==> config.mk <==
export PLATFORM = sky130hd
export DESIGN_NAME = spi_regif
export DESIGN_NICKNAME = d
export VERILOG_FILES = /design/src/rtl/spi_regif_pkg.sv /design/src/rtl/spi_regif_fifo.sv /design/src/rtl/spi_regif_irq.sv /design/src/rtl/spi_regif.sv
export SDC_FILE = /design/constraint.sdc
export NUM_CORES = 1
export LEC_CHECK = 0
export BUFFER_PORTS_ARGS = -buffer_cell sky130_fd_sc_hd__buf_2
export CAP_MARGIN = 20
export CORE_MARGIN = 5
export CORE_UTILIZATION = 50
export DETAILED_ROUTE_END_ITERATION = 6
export GPL_ROUTABILITY_DRIVEN = 0
export PLACE_DENSITY = 0.71
export SLEW_MARGIN = 20
export SYNTH_ARGS = -nofsm -noshare
export SYNTH_HDL_FRONTEND = slang
export SYNTH_SLANG_ARGS = --single-unit
==> constraint.sdc <==
create_clock -name clk -period 4.3 [get_ports clk]
set_clock_uncertainty 0.05 [all_clocks]
set_input_delay 0.215 -clock clk [delete_from_list [all_inputs] [get_ports clk]]
set_output_delay 0.215 -clock clk [all_outputs]
set_load 0.05 [all_outputs]
==> src/rtl/spi_regif_pkg.sv <==
package spi_regif_pkg;

   localparam int NIRQ = 7;

   // register byte offsets
   localparam logic [7:0] OFS_CFG  = 8'h00;
   localparam logic [7:0] OFS_STAT = 8'h04;
   localparam logic [7:0] OFS_MSET = 8'h08;
   localparam logic [7:0] OFS_MCLR = 8'h0C;
   localparam logic [7:0] OFS_MASK = 8'h10;
   localparam logic [7:0] OFS_EN   = 8'h14;
   localparam logic [7:0] OFS_DLY  = 8'h18;
   localparam logic [7:0] OFS_TXD  = 8'h1C;
   localparam logic [7:0] OFS_RXD  = 8'h20;
   localparam logic [7:0] OFS_IDLE = 8'h24;
   localparam logic [7:0] OFS_WM   = 8'h28;

   // status bit positions
   localparam int IB_RXOVR  = 0;
   localparam int IB_MODF   = 1;
   localparam int IB_TXLOW  = 2;
   localparam int IB_TXFULL = 3;
   localparam int IB_RXNE   = 4;
   localparam int IB_RXFULL = 5;
   localparam int IB_TXUNDR = 6;

   // bits that mirror a level instead of latching an event
   localparam logic [NIRQ-1:0] LIVE_BITS = 7'b0111100;

   typedef struct packed {
      logic cfg;
      logic stat;
      logic mset;
      logic mclr;
      logic en;
      logic dly;
      logic txd;
      logic idle;
      logic wm;
   } wr_sel_t;

endpackage

==> src/rtl/spi_regif_fifo.sv <==
module spi_regif_fifo #(
   parameter int W     = 8,
   parameter int DEPTH = 8
) (
   input  logic                       clk,
   input  logic                       rst_n,
   input  logic                       push,
   input  logic [W-1:0]               din,
   input  logic                       pop,
   output logic [W-1:0]               dout,
   output logic                       full,
   output logic                       empty,
   output logic [$clog2(DEPTH):0]     level,
   output logic                       ovf,
   output logic                       udf
);
   localparam int AW = $clog2(DEPTH);
   localparam int LW = AW + 1;

   logic [W-1:0]  mem [DEPTH];
   logic [AW-1:0] wp, rp;
   logic [LW-1:0] cnt;
   logic          do_push, do_pop;

   assign full    = (cnt == LW'(DEPTH));
   assign empty   = (cnt == '0);
   assign do_push = push && !full;
   assign do_pop  = pop && !empty;
   assign ovf     = push && full;
   assign udf     = pop && empty;
   assign level   = cnt;
   assign dout    = empty ? '0 : mem[rp];

   always_ff @(posedge clk) begin
      if (do_push) mem[wp] <= din;
   end

   always_ff @(posedge clk or negedge rst_n) begin
      if (!rst_n) begin
         wp  <= '0;
         rp  <= '0;
         cnt <= '0;
      end else begin
         if (do_push) wp <= wp + 1'b1;
         if (do_pop)  rp <= rp + 1'b1;
         case ({do_push, do_pop})
            2'b10:   cnt <= cnt + 1'b1;
            2'b01:   cnt <= cnt - 1'b1;
            default: cnt <= cnt;
         endcase
      end
   end

   AST_FIFO_BOUND: assert property (@(posedge clk) disable iff (!rst_n)
      cnt <= LW'(DEPTH));
   AST_FIFO_DROP_FULL: assert property (@(posedge clk) disable iff (!rst_n)
      (push && full && !pop) |=> (cnt == LW'(DEPTH)));
   AST_FIFO_EMPTY_POP: assert property (@(posedge clk) disable iff (!rst_n)
      (pop && empty && !push) |=> empty);

endmodule

==> src/rtl/spi_regif_irq.sv <==
module spi_regif_irq #(
   parameter int          NB   = 7,
   parameter logic [NB-1:0] LIVE = '0
) (
   input  logic          clk,
   input  logic          rst_n,
   input  logic [NB-1:0] src,
   input  logic [NB-1:0] ack,
   input  logic [NB-1:0] mset,
   input  logic [NB-1:0] mclr,
   output logic [NB-1:0] status,
   output logic [NB-1:0] mask,
   output logic          irq
);
   logic [NB-1:0] st_q;
   logic [NB-1:0] ack_eff;

   assign ack_eff = ack & ~LIVE;

   always_ff @(posedge clk or negedge rst_n) begin
      if (!rst_n) begin
         st_q   <= '0;
         mask   <= '0;
      end else begin
         st_q <= ((st_q & ~ack_eff) | src) & ~LIVE;
         mask <= (mask | mset) & ~mclr;
      end
   end

   assign status = (src & LIVE) | st_q;
   assign irq    = |(status & mask);

   genvar gi;
   generate
      for (gi = 0; gi < NB; gi++) begin : g_bit
         if (!LIVE[gi]) begin : g_sticky
            AST_STICKY_SET: assert property (@(posedge clk) disable iff (!rst_n)
               src[gi] |=> status[gi]);
            AST_STICKY_HOLD: assert property (@(posedge clk) disable iff (!rst_n)
               (status[gi] && !ack[gi]) |=> status[gi]);
         end else begin : g_live
            AST_LIVE_NO_LATCH: assert property (@(posedge clk) disable iff (!rst_n)
               !src[gi] |-> !status[gi]);
         end
      end
   endgenerate

   AST_MASK_SET: assert property (@(posedge clk) disable iff (!rst_n)
      (|mset) |=> ((mask & $past(mset & ~mclr)) == $past(mset & ~mclr)));
   AST_MASK_CLR: assert property (@(posedge clk) disable iff (!rst_n)
      (|mclr) |=> ((mask & $past(mclr)) == '0));
   AST_IRQ_QUIET: assert property (@(posedge clk) disable iff (!rst_n)
      (mask == '0) |-> !irq);

endmodule

==> src/rtl/spi_regif.sv <==
module spi_regif #(
   parameter int DEPTH  = 8,
   parameter int ADDR_W = 8,
   parameter int IDLE_W = 8,
   parameter int BYTE_W = 8
) (
   input  logic               clk,
   input  logic               rst_n,
   input  logic [ADDR_W-1:0]  bus_addr,
   input  logic               bus_wr,
   input  logic               bus_rd,
   input  logic [31:0]        bus_wdata,
   output logic [31:0]        bus_rdata,
   output logic               irq,
   input  logic               eng_tx_pop,
   output logic [BYTE_W-1:0]  eng_tx_byte,
   output logic               eng_tx_empty,
   input  logic               eng_rx_push,
   input  logic [BYTE_W-1:0]  eng_rx_byte,
   output logic               eng_rx_full,
   input  logic               eng_mode_fault,
   output logic               ctl_enable,
   output logic [31:0]        ctl_cfg,
   output logic [31:0]        ctl_delay,
   output logic [IDLE_W-1:0]  ctl_idle
);
   import spi_regif_pkg::*;

   localparam int WMW = $clog2(DEPTH);
   localparam int LW  = WMW + 1;

   localparam logic [ADDR_W-1:0] A_CFG  = ADDR_W'(OFS_CFG);
   localparam logic [ADDR_W-1:0] A_STAT = ADDR_W'(OFS_STAT);
   localparam logic [ADDR_W-1:0] A_MSET = ADDR_W'(OFS_MSET);
   localparam logic [ADDR_W-1:0] A_MCLR = ADDR_W'(OFS_MCLR);
   localparam logic [ADDR_W-1:0] A_MASK = ADDR_W'(OFS_MASK);
   localparam logic [ADDR_W-1:0] A_EN   = ADDR_W'(OFS_EN);
   localparam logic [ADDR_W-1:0] A_DLY  = ADDR_W'(OFS_DLY);
   localparam logic [ADDR_W-1:0] A_TXD  = ADDR_W'(OFS_TXD);
   localparam logic [ADDR_W-1:0] A_RXD  = ADDR_W'(OFS_RXD);
   localparam logic [ADDR_W-1:0] A_IDLE = ADDR_W'(OFS_IDLE);
   localparam logic [ADDR_W-1:0] A_WM   = ADDR_W'(OFS_WM);

   generate
      if (DEPTH < 2 || (DEPTH & (DEPTH - 1)) != 0 || DEPTH > 256) begin : g_bad_depth
         $error("spi_regif: DEPTH must be a power of two in 2..256");
      end
      if (ADDR_W < 6) begin : g_bad_addr
         $error("spi_regif: ADDR_W must cover offset 0x28");
      end
      if (IDLE_W < 1 || IDLE_W > 32) begin : g_bad_idle
         $error("spi_regif: IDLE_W must be 1..32");
      end
      if (BYTE_W < 1 || BYTE_W > 32) begin : g_bad_byte
         $error("spi_regif: BYTE_W must be 1..32");
      end
   endgenerate

   wr_sel_t           ws;
   logic [31:0]       cfg_q, dly_q;
   logic [IDLE_W-1:0] idle_q;
   logic [WMW-1:0]    wm_q;
   logic              en_q;

   logic [BYTE_W-1:0] rx_dout;
   logic              tx_full, rx_empty;
   logic [LW-1:0]     tx_lvl, rx_lvl;
   logic              tx_ovf, tx_udf, rx_ovf, rx_udf;
   logic              rx_pop;

   logic [NIRQ-1:0]   irq_src, irq_stat, irq_mask;
   logic [NIRQ-1:0]   ack_v, mset_v, mclr_v;

   // write decode
   always_comb begin
      ws      = '0;
      ws.cfg  = bus_wr && (bus_addr == A_CFG);
      ws.stat = bus_wr && (bus_addr == A_STAT);
      ws.mset = bus_wr && (bus_addr == A_MSET);
      ws.mclr = bus_wr && (bus_addr == A_MCLR);
      ws.en   = bus_wr && (bus_addr == A_EN);
      ws.dly  = bus_wr && (bus_addr == A_DLY);
      ws.txd  = bus_wr && (bus_addr == A_TXD);
      ws.idle = bus_wr && (bus_addr == A_IDLE);
      ws.wm   = bus_wr && (bus_addr == A_WM);
   end

   assign rx_pop = bus_rd && (bus_addr == A_RXD);

   // settings registers
   always_ff @(posedge clk or negedge rst_n) begin
      if (!rst_n) begin
         cfg_q   <= '0;
         dly_q   <= '0;
         idle_q  <= '0;
         wm_q    <= WMW'(1);
         en_q    <= 1'b0;
         ctl_cfg <= '0;
      end else begin
         if (ws.cfg)  cfg_q  <= bus_wdata;
         if (ws.dly)  dly_q  <= bus_wdata;
         if (ws.idle) idle_q <= bus_wdata[IDLE_W-1:0];
         if (ws.wm)   wm_q   <= bus_wdata[WMW-1:0];
         if (ws.en) begin
            en_q <= bus_wdata[0];
            if (bus_wdata[0] && !en_q) ctl_cfg <= cfg_q;
         end
      end
   end

   assign ctl_enable = en_q;
   assign ctl_delay  = dly_q;
   assign ctl_idle   = idle_q;

   // data queues
   spi_regif_fifo #(.W(BYTE_W), .DEPTH(DEPTH)) u_txq (
      .clk   (clk),
      .rst_n (rst_n),
      .push  (ws.txd),
      .din   (bus_wdata[BYTE_W-1:0]),
      .pop   (eng_tx_pop),
      .dout  (eng_tx_byte),
      .full  (tx_full),
      .empty (eng_tx_empty),
      .level (tx_lvl),
      .ovf   (tx_ovf),
      .udf   (tx_udf)
   );

   spi_regif_fifo #(.W(BYTE_W), .DEPTH(DEPTH)) u_rxq (
      .clk   (clk),
      .rst_n (rst_n),
      .push  (eng_rx_push),
      .din   (eng_rx_byte),
      .pop   (rx_pop),
      .dout  (rx_dout),
      .full  (eng_rx_full),
      .empty (rx_empty),
      .level (rx_lvl),
      .ovf   (rx_ovf),
      .udf   (rx_udf)
   );

   // interrupt sources
   always_comb begin
      irq_src            = '0;
      irq_src[IB_RXOVR]  = rx_ovf;
      irq_src[IB_MODF]   = eng_mode_fault;
      irq_src[IB_TXLOW]  = (tx_lvl < {1'b0, wm_q});
      irq_src[IB_TXFULL] = tx_full;
      irq_src[IB_RXNE]   = !rx_empty;
      irq_src[IB_RXFULL] = eng_rx_full;
      irq_src[IB_TXUNDR] = tx_udf;
   end

   assign ack_v  = ws.stat ? bus_wdata[NIRQ-1:0] : '0;
   assign mset_v = ws.mset ? bus_wdata[NIRQ-1:0] : '0;
   assign mclr_v = ws.mclr ? bus_wdata[NIRQ-1:0] : '0;

   spi_regif_irq #(.NB(NIRQ), .LIVE(LIVE_BITS)) u_irq (
      .clk    (clk),
      .rst_n  (rst_n),
      .src    (irq_src),
      .ack    (ack_v),
      .mset   (mset_v),
      .mclr   (mclr_v),
      .status (irq_stat),
      .mask   (irq_mask),
      .irq    (irq)
   );

   // read mux
   always_comb begin
      bus_rdata = '0;
      if (bus_addr == A_CFG)  bus_rdata = cfg_q;
      if (bus_addr == A_STAT) bus_rdata = 32'(irq_stat);
      if (bus_addr == A_MASK) bus_rdata = 32'(irq_mask);
      if (bus_addr == A_EN)   bus_rdata = 32'(en_q);
      if (bus_addr == A_DLY)  bus_rdata = dly_q;
      if (bus_addr == A_RXD)  bus_rdata = 32'(rx_dout);
      if (bus_addr == A_IDLE) bus_rdata = 32'(idle_q);
      if (bus_addr == A_WM)   bus_rdata = 32'(wm_q);
   end

   AST_CFG_HOLD: assert property (@(posedge clk) disable iff (!rst_n)
      en_q |=> $stable(ctl_cfg));
   AST_RX_EMPTY_ZERO: assert property (@(posedge clk) disable iff (!rst_n)
      (rx_pop && rx_empty) |-> (bus_rdata == '0));
   AST_TX_OVF_KEEPS: assert property (@(posedge clk) disable iff (!rst_n)
      (tx_ovf && !eng_tx_pop) |=> tx_full);
   AST_RX_OVF_FLAG: assert property (@(posedge clk) disable iff (!rst_n)
      rx_ovf |=> irq_stat[IB_RXOVR]);
   AST_NO_RX_UNDERRUN_DATA: assert property (@(posedge clk) disable iff (!rst_n)
      rx_udf |=> (rx_lvl == '0 || $past(eng_rx_push)));

endmodule

==> reports/qor.txt <==
Die X-Extent: 160.2 um
Row count: 55
Final Critical Period: 3409 ps
Switch Pwr: 0.002014 W
Routed WL per cell: 21.80 um
First-pass GRT wire length: 42.12 mm
Busiest grt layer: met2
Ant diodes: 0
Remaining antenna violation count: 0
CTS Buffer Depth: 3
Max-Cap Viols: 0
Total track usage: 20.79%
Gate Count Post-Synth: 713
Clock network power share: 37.3%
Setup TNS: 0 ps
Netlist Area Pre-Place: 11270 um2
Die Y: 160.2 um
Core area: 22430 um2
CP Launch Type: register
Net count after synthesis: 780
Vias in the first global route: 7363
Post-synth EDFFs: 128
Sequential Power Share: 45.0%
WL final: 26.82 mm
Clock root cell: clkbuf_16
Final hold vios: 0
Met2 usage: 36.72%
Max Slew Vio Count: 0
Router iterations before antenna repair: 5
Crit path to: bus_rdata[2]
Number of synthesized register bits: 266
Reg-to-reg setup timing slack: 1620 ps
Critical Path AT: 3140 ps
Grt total ovfl: 0
Clock transition at path regs: 60 ps
Initial DRC Count: 460
Clk sinks: 266
Sequential element share of the synthesized area: 64.73%
Pwr Total: 0.007021 W
Met1 usage: 26.49%
Post-synthesis cell type count: 59
CP Class: register to output port
CP required: 4030 ps
Asr flop ratio synth: 51.88%
Num ports: 171
CTS Buf Count: 28
Comb pwr share: 17.8%
CP Capture Type: output port
Synthesis-to-finish area growth: 22.57%
CTS resizes: 0
Critical R2R Capture: u_txq.level[2]
Setup crit start: u_rxq.rp[1]
Leak Pwr: 6.059 nW
Net Sw Frac: 28.69%
Fill count: 1693
Hold Path Class: input port to register
IR drop worst, VDD: 433.0 uV
PwrDens: 508.1 nW/um2
Worst Max-Slew Pin Slew: 1027 ps
Post-DP HPWL: 18.04 mm
Met3 GRT Util: 3.381%
Largest net degree at the start of global routing: 111
Status: finished clean
Via Count: 7004
Dominant synthesized flop cell: dfrtp_1
Max FO, Critical Path: 18
R2R cell count: 11
NumNets Final: 991
H-tree depth: 1
Max transition margin: 31.34%
Fmax: 293.3 MHz
Pint: 0.005007 W
DRC Markers: 0
Synthesis Warnings: 0
Port Buf Inserts: 170
Synth Area per Inst: 15.81 um2
TritonCTS clock tree: built
Worst R2R Start: u_txq.level[1]
Initial core utilization: 50.26%
Routed vias/inst: 5.694
Initial antenna violation count: 0
DIE AREA: 25650 um2
Share of cells above drive strength 1: 42.22%
Worst skew pair latency: 530 ps
Final Cycle Share: 79.29%
Setup Viol. Count Final: 0
RSZ-0062 raised after global routing: no
-- layout make-up --
cell class	instances	area (um2)	share of cell area [%]
repair buffers	215	1290	9.335
inverters	7	26.28	0.1901
well taps	285	356.6	2.580
clock buffers	36	795.8	5.758
multi-input cells	406	3824	27.67
flip-flops and latches	266	7300	52.82
clock inverters	15	227.7	1.648
-- layout by cell type (no fill, tap or decap), types with 3 or more instances in the layout --
master,instances
buf_2,169
dfrtp_1,136
edfxtp_1,128
mux2_2,120
dlygate4sd3_1,37
nor2_1,36
mux4_2,32
nand2_1,32
clkbuf_16,29
a21oi_1,28
a22o_1,26
ha_1,12
mux2i_1,9
xor2_1,9
xnor2_1,9
nand2b_1,8
buf_4,8
inv_1,7
nand3_1,7
o21ai_0,7
a22oi_1,7
o22ai_1,7
a221oi_1,6
nor3_1,5
bufinv_16,5
clkbuf_8,5
nor3_2,4
clkinvlp_4,4
a221o_1,3
-- worst min path at each step --
stage                               from         endpoint  slack, ps  cells past startpoint
after floorplan                    rst_n         cfg_q[0]       -130                      0
after global placement    eng_mode_fault    u_irq.st_q[1]        360                      2
after detailed placement  eng_mode_fault    u_irq.st_q[1]        370                      2
after CTS                   bus_wdata[7]  u_txq.mem[4][7]          5                      1
after global routing        bus_wdata[3]    u_irq.mask[3]         20                      2
final                       bus_wdata[7]  u_txq.mem[4][7]         30                      1
-- power by group through the flow --
stage / clock network (W) / logic [W] / registers (W)
after floorplan: 0 / 0.000949 / 0.00311
after global placement: 0 / 0.00121 / 0.00320
after detailed placement: 0 / 0.00123 / 0.00321
after CTS: 0.00267 / 0.00126 / 0.00316
after global routing: 0.00277 / 0.00135 / 0.00319
final: 0.00262 / 0.00125 / 0.00316
-- registers in the layout, summed over array words and instances, names as in the netlist --
signal / flops
cfg_q: 32
ctl_cfg: 32
ctl_delay: 32
ctl_enable: 1
ctl_idle: 8
u_irq.mask: 7
u_irq.st_q: 3
u_rxq.level: 4
u_rxq.mem: 64
u_rxq.rp: 3
u_rxq.wp: 3
u_txq.level: 4
u_txq.mem: 64
u_txq.rp: 3
u_txq.wp: 3
wm_q: 3
-- synth_stat cells (2+ instances only) --
cell       number  area share (%)
xnor2_1         9            0.70
buf_4           3            0.20
mux2_2        120              12
mux4_2         32             6.4
nor4_1          2            0.11
nor2_1         36             1.2
nor2_2          2            0.11
ha_1           12             1.3
nand2_1        32             1.1
o2bb2ai_1       2            0.16
mux2i_1         9            0.80
o21ai_0         7            0.31
dfrtp_1       137              30
inv_1           7            0.23
buf_2           8            0.36
buf_6           2            0.20
a222oi_1        2            0.18
a221o_1         3            0.27
nand3b_1        2            0.13
nor3_1          9            0.40
a221oi_1        6            0.47
nand3_1         7            0.31
a22oi_1         7            0.47
buf_1           5            0.17
o22ai_1         7            0.39
nand2b_1        8            0.44
clkbuf_1       16            0.53
a21oi_1        28             1.2
nor4b_2         2            0.27
edfxtp_1      128              34
and3_1          2            0.11
a22o_1         26             2.0
xor2_1          9            0.70
-- critical path: stages, from the launching register on --
cell and delay (ps):
dfrtp_1 980, mux4_2 600, mux2_2 280, a221oi_1 340
a22oi_1 150, buf_2 270
-- through the flow --
stage / setup WS, ps / cell area [um2] / util (%) / std cells / hold WS [ps]
2_1_floorplan: 1594 / 11270 / - / 713 / -130.6
3_3_place_gp: 1380 / 12410 / 55.33 / 1142 / 362.3
3_5_place_dp: 1341 / 12410 / 55.33 / 1142 / 367.3
4_1_cts: 819.1 / 13810 / 61.54 / 1230 / 5.194
5_1_grt: 726.5 / 13820 / 61.60 / 1230 / 20.44
6_report: 890.7 / 13820 / 61.60 / 1230 / 32.57
-- logic make-up (layout without fill, tap and decap cells) --
kind of cell | after synthesis | after routing | synth area share, %
flops | 266 | 266 | 64.73
mux | 163 | 163 | 19.41
simple gates | 117 | 117 | 5.371
compound gates | 96 | 96 | 6.070
buf+inv | 41 | 273 | 1.687
xor+xnor | 18 | 18 | 1.398
fa+ha+maj | 12 | 12 | 1.332
-- what timing repair did --
action                                 in CTS  in global routing
endpoints found under the hold margin     227                  0
hold buffers                               37                  0
setup buffers                               0                  0
-- routing by layer --
metal | vias up | part of all wire (%)
li1 | 3163 | -
met4 | 0 | 3.3
met1 | 3583 | 40
met2 | 202 | 52
met5 | - | 0
met3 | 56 | 4.8
No activity file was read; power rests on OpenSTA's default activity.
